[src/rtl/dma_csr_pkg.sv]
package dma_csr_pkg;

  localparam int unsigned OFF_BUSMODE = 0;
  localparam int unsigned OFF_KICK    = 1;
  localparam int unsigned OFF_RXBASE  = 2;
  localparam int unsigned OFF_TXBASE  = 3;
  localparam int unsigned OFF_STATUS  = 4;
  localparam int unsigned OFF_CONTROL = 5;
  localparam int unsigned OFF_INTEN   = 6;
  localparam int unsigned OFF_RXCUR   = 7;
  localparam int unsigned OFF_TXCUR   = 8;
  localparam int unsigned OFF_VERSION = 9;

  localparam int unsigned ST_TXDONE  = 0;
  localparam int unsigned ST_TXUNAV  = 2;
  localparam int unsigned ST_RXDONE  = 6;
  localparam int unsigned ST_RXUNAV  = 7;
  localparam int unsigned ST_ABNSUM  = 15;
  localparam int unsigned ST_NORMSUM = 16;

  localparam int unsigned CTL_RXEN  = 1;
  localparam int unsigned CTL_TXGO  = 13;

  localparam logic [31:0] VERSION_WORD = 32'h0000_1012;

  typedef struct packed {
    logic busMode;
    logic kick;
    logic rxBase;
    logic txBase;
    logic status;
    logic control;
    logic intEn;
  } csrStrobes_t;

  typedef enum logic [3:0] {
    RD_NONE, RD_BUSMODE, RD_RXBASE, RD_TXBASE, RD_STATUS,
    RD_CONTROL, RD_INTEN, RD_RXCUR, RD_TXCUR, RD_VERSION
  } rdSel_t;

endpackage

[src/rtl/dma_csr_ctrl.sv]
module dma_csr_ctrl
  import dma_csr_pkg::*;
#(
  parameter int unsigned ADDR_W = 4
) (
  input  logic [ADDR_W-1:0] busAddr,
  input  logic              busWrEn,
  output csrStrobes_t       strobes,
  output rdSel_t            rdSel
);

  always_comb begin
    strobes = '0;
    rdSel   = RD_NONE;
    unique case (busAddr)
      ADDR_W'(OFF_BUSMODE): begin strobes.busMode = busWrEn; rdSel = RD_BUSMODE; end
      ADDR_W'(OFF_KICK):    begin strobes.kick    = busWrEn; rdSel = RD_NONE;    end
      ADDR_W'(OFF_RXBASE):  begin strobes.rxBase  = busWrEn; rdSel = RD_RXBASE;  end
      ADDR_W'(OFF_TXBASE):  begin strobes.txBase  = busWrEn; rdSel = RD_TXBASE;  end
      ADDR_W'(OFF_STATUS):  begin strobes.status  = busWrEn; rdSel = RD_STATUS;  end
      ADDR_W'(OFF_CONTROL): begin strobes.control = busWrEn; rdSel = RD_CONTROL; end
      ADDR_W'(OFF_INTEN):   begin strobes.intEn   = busWrEn; rdSel = RD_INTEN;   end
      ADDR_W'(OFF_RXCUR):   rdSel = RD_RXCUR;
      ADDR_W'(OFF_TXCUR):   rdSel = RD_TXCUR;
      ADDR_W'(OFF_VERSION): rdSel = RD_VERSION;
      default:              rdSel = RD_NONE;
    endcase
  end

endmodule

[src/rtl/dma_csr_dp.sv]
module dma_csr_dp
  import dma_csr_pkg::*;
#(
  parameter int unsigned DATA_W   = 32,
  parameter int unsigned NUM_CHAN = 2
) (
  input  logic                           clk,
  input  logic                           rstN,
  input  csrStrobes_t                    strobes,
  input  rdSel_t                         rdSel,
  input  logic [DATA_W-1:0]              wrData,
  input  logic [3:0]                     events,
  input  logic [NUM_CHAN-1:0]            curLoad,
  input  logic [NUM_CHAN-1:0][DATA_W-1:0] curNext,
  output logic [NUM_CHAN-1:0][DATA_W-1:0] curPtr,
  output logic [DATA_W-1:0]              rdData,
  output logic [DATA_W-1:0]              statusQ,
  output logic [DATA_W-1:0]              intEnQ,
  output logic                           irq,
  output logic                           txPollKick,
  output logic                           swResetPulse,
  output logic                           rxEnable,
  output logic                           txStart
);

  localparam logic [DATA_W-1:0] STATUS_MASK =
    (DATA_W'(1) << ST_TXDONE) | (DATA_W'(1) << ST_TXUNAV) |
    (DATA_W'(1) << ST_RXDONE) | (DATA_W'(1) << ST_RXUNAV) |
    (DATA_W'(1) << ST_ABNSUM) | (DATA_W'(1) << ST_NORMSUM);

  logic [DATA_W-1:0] busModeQ, controlQ;
  logic [NUM_CHAN-1:0][DATA_W-1:0] baseQ;
  logic [NUM_CHAN-1:0] baseWr;
  logic [DATA_W-1:0] setVec, clrVec, statusNext;

  assign baseWr = {strobes.txBase, strobes.rxBase};

  generate
    for (genvar ch = 0; ch < NUM_CHAN; ch++) begin : gChan
      always_ff @(posedge clk or negedge rstN) begin
        if (!rstN) begin
          baseQ[ch]  <= '0;
          curPtr[ch] <= '0;
        end else if (baseWr[ch]) begin
          baseQ[ch]  <= wrData;
          curPtr[ch] <= wrData;
        end else if (curLoad[ch]) begin
          curPtr[ch] <= curNext[ch];
        end
      end
    end
  endgenerate

  always_comb begin
    setVec = '0;
    if (events[0]) begin setVec[ST_TXDONE] = 1'b1; setVec[ST_NORMSUM] = 1'b1; end
    if (events[1]) begin setVec[ST_TXUNAV] = 1'b1; setVec[ST_ABNSUM]  = 1'b1; end
    if (events[2]) begin setVec[ST_RXDONE] = 1'b1; setVec[ST_NORMSUM] = 1'b1; end
    if (events[3]) begin setVec[ST_RXUNAV] = 1'b1; setVec[ST_ABNSUM]  = 1'b1; end
    clrVec     = strobes.status ? wrData : '0;
    statusNext = ((statusQ & ~clrVec) | setVec) & STATUS_MASK;
  end

  always_ff @(posedge clk or negedge rstN) begin
    if (!rstN) begin
      statusQ      <= '0;
      busModeQ     <= '0;
      controlQ     <= '0;
      intEnQ       <= '0;
      txPollKick   <= 1'b0;
      swResetPulse <= 1'b0;
    end else begin
      statusQ      <= statusNext;
      txPollKick   <= strobes.kick;
      swResetPulse <= strobes.busMode & wrData[0];
      if (strobes.busMode) busModeQ <= {wrData[DATA_W-1:1], 1'b0};
      if (strobes.control) controlQ <= wrData;
      if (strobes.intEn)   intEnQ   <= wrData;
    end
  end

  assign irq      = |(statusQ & intEnQ);
  assign rxEnable = controlQ[CTL_RXEN];
  assign txStart  = controlQ[CTL_TXGO];

  always_comb begin
    unique case (rdSel)
      RD_BUSMODE: rdData = busModeQ;
      RD_RXBASE:  rdData = baseQ[0];
      RD_TXBASE:  rdData = baseQ[1];
      RD_STATUS:  rdData = statusQ;
      RD_CONTROL: rdData = controlQ;
      RD_INTEN:   rdData = intEnQ;
      RD_RXCUR:   rdData = curPtr[0];
      RD_TXCUR:   rdData = curPtr[1];
      RD_VERSION: rdData = DATA_W'(VERSION_WORD);
      default:    rdData = '0;
    endcase
  end

endmodule

[src/rtl/dma_csr_top.sv]
module dma_csr_top
  import dma_csr_pkg::*;
#(
  parameter int unsigned ADDR_W = 4,
  parameter int unsigned DATA_W = 32
) (
  input  logic              clk,
  input  logic              rstN,
  input  logic [ADDR_W-1:0] busAddr,
  input  logic              busWrEn,
  input  logic [DATA_W-1:0] busWrData,
  output logic [DATA_W-1:0] busRdData,
  input  logic              txDoneEv,
  input  logic              txUnavailEv,
  input  logic              rxDoneEv,
  input  logic              rxUnavailEv,
  input  logic              rxCurLoad,
  input  logic [DATA_W-1:0] rxCurNext,
  input  logic              txCurLoad,
  input  logic [DATA_W-1:0] txCurNext,
  output logic [DATA_W-1:0] rxCurPtr,
  output logic [DATA_W-1:0] txCurPtr,
  output logic              irq,
  output logic              txPollKick,
  output logic              swResetPulse,
  output logic              rxEnable,
  output logic              txStart
);

  localparam int unsigned NUM_CHAN = 2;

  csrStrobes_t strobes;
  rdSel_t      rdSel;
  logic [DATA_W-1:0] statusQ, intEnQ;
  logic [NUM_CHAN-1:0][DATA_W-1:0] curPtr;
  logic [NUM_CHAN-1:0][DATA_W-1:0] curNext;

  assign curNext  = {txCurNext, rxCurNext};
  assign rxCurPtr = curPtr[0];
  assign txCurPtr = curPtr[1];

  dma_csr_ctrl #(.ADDR_W(ADDR_W)) ctrl_i (
    .busAddr (busAddr),
    .busWrEn (busWrEn),
    .strobes (strobes),
    .rdSel   (rdSel)
  );

  dma_csr_dp #(.DATA_W(DATA_W), .NUM_CHAN(NUM_CHAN)) dp_i (
    .clk          (clk),
    .rstN         (rstN),
    .strobes      (strobes),
    .rdSel        (rdSel),
    .wrData       (busWrData),
    .events       ({rxUnavailEv, rxDoneEv, txUnavailEv, txDoneEv}),
    .curLoad      ({txCurLoad, rxCurLoad}),
    .curNext      (curNext),
    .curPtr       (curPtr),
    .rdData       (busRdData),
    .statusQ      (statusQ),
    .intEnQ       (intEnQ),
    .irq          (irq),
    .txPollKick   (txPollKick),
    .swResetPulse (swResetPulse),
    .rxEnable     (rxEnable),
    .txStart      (txStart)
  );

endmodule

[config.mk]
export PLATFORM = sky130hd
export DESIGN_NAME = dma_csr_top
export DESIGN_NICKNAME = d
export VERILOG_FILES = /design/src/rtl/dma_csr_pkg.sv /design/src/rtl/dma_csr_ctrl.sv /design/src/rtl/dma_csr_dp.sv /design/src/rtl/dma_csr_top.sv
export SDC_FILE = /design/constraint.sdc
export NUM_CORES = 1
export LEC_CHECK = 0
export BUFFER_PORTS_ARGS = -buffer_cell sky130_fd_sc_hd__buf_2
export CAP_MARGIN = 20
export CORE_MARGIN = 2
export CORE_UTILIZATION = 58
export CTS_BUF_LIST = sky130_fd_sc_hd__clkbuf_8
export CTS_CLUSTER_SIZE = 10
export DETAILED_ROUTE_END_ITERATION = 16
export GPL_TIMING_DRIVEN = 1
export HOLD_SLACK_MARGIN = 0.15
export PLACE_DENSITY_LB_ADDON = 0.2
export SLEW_MARGIN = 10
export SYNTH_ARGS = -nofsm -noshare
export SYNTH_HDL_FRONTEND = slang
export SYNTH_HIERARCHICAL = 1
export SYNTH_SLANG_ARGS = --single-unit
export TNS_END_PERCENT = 20
[constraint.sdc]
create_clock -name clk -period 2.3 [get_ports clk]
set_input_delay 0.23 -clock clk [delete_from_list [all_inputs] [get_ports clk]]
set_output_delay 0.23 -clock clk [all_outputs]
set_load 0.02 [all_outputs]
# Yosys cells after proc, flatten, opt, wreduce, memory -nomap -nowiden
# Cells that the tools add are included.
[word_totals] reg_bits=231 input_bits=109 output_inout_bits=101 word_cells=57
[classes] eq_ne=18 mux=20 n_bitwise=5 reduce_logical=4
[op_table] cell="$pmux W32 S9" n=1
[op_table] cell="$mux W32" n=4
[op_table] cell="$pmux W4 S9" n=1
[op_table] cell="$and A17 B32 Y32" n=1
[op_table] cell="$eq A4 B3 Y1 const B" n=8
[op_table] cell="$reduce_or A32 Y1" n=1
[op_table] cell="$and A17 B17 Y17" n=1
[op_table] cell="$mux W17" n=1
[op_table] cell="$not A17 Y17" n=1
[op_table] cell="$or A17 B17 Y17" n=1
[op_table] cell="$eq A4 B2 Y1 const B" n=4
[op_table] cell="$eq A4 B4 Y1 const B" n=4
[op_table] cell="$mux W1" n=13
[op_table] cell="$eq A4 B1 Y1 const B" n=2
[op_table] cell="$logic_not A4 Y1" n=1
[op_table] cell="$reduce_bool A2 Y1" n=2
[op_table] cell="$and A1 B1 Y1" n=1

# Longest topological paths before layout
[depth] word_depth=6 ltp_mapped=8

# By module
# The synthesis kept the hierarchy.
[by_module_without_submodules] mod="dma_csr_dp" instances=1 cells_each=1011 area_each_um2=11252.0 seq_area_each_um2=5780.5
[by_module_without_submodules] mod="dma_csr_ctrl" instances=1 cells_each=19 area_each_um2=125.1 seq_area_each_um2=0.0

# Worst setup path after synthesis
# OpenSTA, ideal clock, no wires.
[synth_path] kind="input -> output" startpoint="in busAddr[1]" endpoint="out busRdData[15]" arrival_time_ns=1.735 t_required_ns=2.070 setup_slack_ns=0.335 stages=7 n_path_buf=2 cell_sequence="nor2_1 -> mux2i_1 -> buf_6 -> buf_6 -> mux2_4 -> a222oi_1 -> o211ai_1"
[synth_via] elab_chain_cells=4 elab_cells_between_ends=20 cone_classes="eq/ne: 17; mux: 2; reduce/logical: 1"
[synth_rtl] element="start, declared" line_no="dma_csr_top.sv:9" text="input logic [ADDR_W-1:0] busAddr,"
[synth_rtl] element="$eq A4 B4 Y1, or another cell as far along" line_no="dma_csr_ctrl.sv:15" text="unique case (busAddr)"
[synth_rtl] element="$pmux W4 S9 (*)" line_no="dma_csr_ctrl.sv:15"
[synth_rtl] element="net rdSel[0]" line_no="dma_csr_top.sv:33" text="rdSel_t rdSel;"
[synth_rtl] element="$eq A4 B4 Y1, or another cell as far along" line_no="dma_csr_dp.sv:87" text="unique case (rdSel)"
[synth_rtl] element="$pmux W32 S9 (*)" line_no="dma_csr_dp.sv:87"
[synth_rtl] element="end, declared" line_no="dma_csr_top.sv:12" text="output logic [DATA_W-1:0] busRdData,"
# The timed path passes the listed nets; every way through them passes the cells marked *.

# Final worst setup path
[layout_path] startpoint="in busAddr[1]" endpoint="out busRdData[1]"
# Same word-level chain as after synthesis.

==> results.cfg <==
[cells_and_area]
drive_gt1_share_pct = 32.0
final_cell_area_um2 = 15100
utilization_pct = 80.0
nets = 1474
syn_to_final_growth_pct = 34.8

[run]
drv_cap = 0

[power]
swShare_pct = 29.6
pwr-share-clk_pct = 31.3
seqPwrFrac_pct = 46.3
p_comb_share_pct = 22.4
p_per_area_nw_per_um2 = 768
irDropWorstVdd_v = 0.000586
p_int_mw = 8.14
power_mw = 11.6
power.switching_mw = 3.42
p_leak_nw = 6.90

[drt]
first_pass_iters = 5
routed_wl_um = 33600
wl_per_cell_um = 20.4
postRouteAntennaNets = 0
drcViolationCount = 0
via_per_inst = 5.93
dr.first_iter.drc_count = 643
vias = 9788

[timing]
drv_slew = 0
rsz0062_at_grt = yes
worst_pin_slew_ps = 683
finalSetupViolCount = 1
setup_ws_ps = -10.3
max_freq_ghz = 0.433
max-slew-margin-rel_pct = 54.4
timing.final.crit_period_ps = 2310
clock_skew_ps = 0
fin_crit_sh_pct = 100
hold_violations = 0

[hold_path]
hp-class = in2reg
worstHoldStart = busAddr[0]

[floorplan]
rows = 50
die_h_um = 143
dieArea_um2 = 20400
die_width_um = 143
initial_utilization_pct = 59.4
ios = 210
core_area_um2 = 18800

[grt]
gr-total-overflow = 0
grt_max_degree = 65
grt_pass1_vias = 10200
antenna_found_initial = 1
grt_pass1_wl_um = 52900
grtUsageTotal_pct = 33.2

[critical_path]
path_cells = buf_2 -> nor2_4 -> mux2i_4 -> buf_6 -> mux2_2 -> a222oi_1 -> nand3_1 -> buf_2
crit_path_top_delay_cell = mux2i_4
endpoint_kind = primary output
cp-startpoint = busAddr[1]
required_ps = 2070
cp.arrival_ps = 2080
worstSetupPathType = in2out
cp_common_cell = buf_2
crit_fanout = 9
critPathBufInv = 3
rr_startpoint = dp_i/curPtr[62]
startpoint_type = primary input
cpLargestDelayFamily = multiplexers
slowest_delay_ps = 360

[synth]
synth_cells = 1003
synthesis.area_um2 = 11200
mappedNetlistNets = 1112
yosys_warnings = 6
avgSynthCellArea_um2 = 11.1

[status]
violations = setup timing
outcome = complete, but fails checks

[cts]
clk_latency_ps = 540
clkTransAtPathRegs_ps = 60
cts.path.max_buffers = 3
cts-root-buf = clkbuf_8
htreeDepth = 2
cts.sinks = 231
cts_tree = yes
cts_buffers = 39

[place]
gp_congestion = 0.838
portBuffers = 209
placed_area_um2 = 12800
dpl.hpwl_um = 20000
-- power by group through the flow --
stage          Clock (mW)  Sequential, mW  Combinational, mW
5_1_grt              3.84            5.44               2.81
3_5_place_dp            0            5.40               2.28
6_report             3.62            5.36               2.59
2_1_floorplan           0            5.43               1.33
3_3_place_gp            0            5.36               2.21
4_1_cts              3.67            5.33               2.52
-- through the flow --
step                      hold WS (ps)  TNS (ps)  setup WS (ps)  instances
after CTS                          192     -4.67          -4.67       1645
after detailed placement           217     -1640           -135       1446
after global routing               236      -147          -47.4       1649
final                              233     -10.3          -10.3       1650
after floorplan                  -65.6         0            335       1003
after global placement             219      -499          -75.6       1446
-- registers in the layout (all words and copies together), names as in the netlist --
signal / flops
dp_i/baseQ: 64
dp_i/curPtr: 64
dp_i/controlQ: 32
dp_i/intEnQ: 32
dp_i/busModeQ: 31
dp_i/statusQ: 6
dp_i/swResetPulse: 1
dp_i/txPollKick: 1
-- path summary, 6_finish.rpt --
check                                     to  cells after the start  slack, ps
min in group asynchronous    dp_i/curPtr[34]                      2        250
setup / recovery                busRdData[1]                      8        -10
setup reg to reg             dp_i/curPtr[62]                      3        810
hold reg to reg            dp_i/busModeQ[28]                      1        490
hold / removal               dp_i/txPollKick                      4        230
max in group asynchronous    dp_i/intEnQ[26]                      3       1340
-- layout by cell type (no fill, tap or decap), types with 6 or more instances in the layout --
cell	instances
a21o_1	23
a222oi_1	6
a22oi_1	34
a2bb2oi_1	19
and3b_1	10
buf_12	16
buf_2	204
buf_4	37
buf_6	6
clkbuf_8	52
dfrtp_1	231
dlygate4sd3_1	135
inv_1	74
mux2_1	8
mux2_2	93
mux2i_1	88
nand2_1	72
nand3b_1	41
o211ai_1	29
o21ai_0	137
-- layout make-up --
class | count | area, µm²
sequential | 231 | 5780
multi-input combinational | 628 | 4890
clock buffer | 52 | 716
inverter | 66 | 248
tap | 260 | 325
antenna | 2 | 5.00
fill | 1133 | 3770
clock inverter | 12 | 50.0
timing repair buffer | 399 | 3050
-- worst register-to-register path, delay by kind of cell, from the launching register on --
| family | cells | cell delay, ps |
|---|---|---|
| flip-flops | 1 | 400 |
| buffers and inverters | 1 | 600 |
| multiplexers | 1 | 230 |
| AO/OA/AOI/OAI | 1 | 140 |
-- timing repair --
| item | CTS | global route |
|---|---|---|
| resized for setup | 7 | 15 |
| hold buffers | 135 | 0 |
| setup endpoints to repair | 29 | 32 |
| setup buffers | 1 | 3 |
| cloned | 0 | 0 |
| pin swaps | 1 | 4 |
| hold endpoints to repair | 462 | 0 |
-- layer usage --
| metal | share of wire, % | global-route usage, % | vias up |
|---|---|---|---|
| met3 | 7.0 | 5.87 | 93 |
| li1 | - | - | 4322 |
| met2 | 50 | 57.3 | 484 |
| met1 | 40 | 41.8 | 4889 |
| met5 | 0 | 0 | - |
| met4 | 3.2 | 12.7 | 0 |
Note: power is estimated with default switching activity, not from simulation.
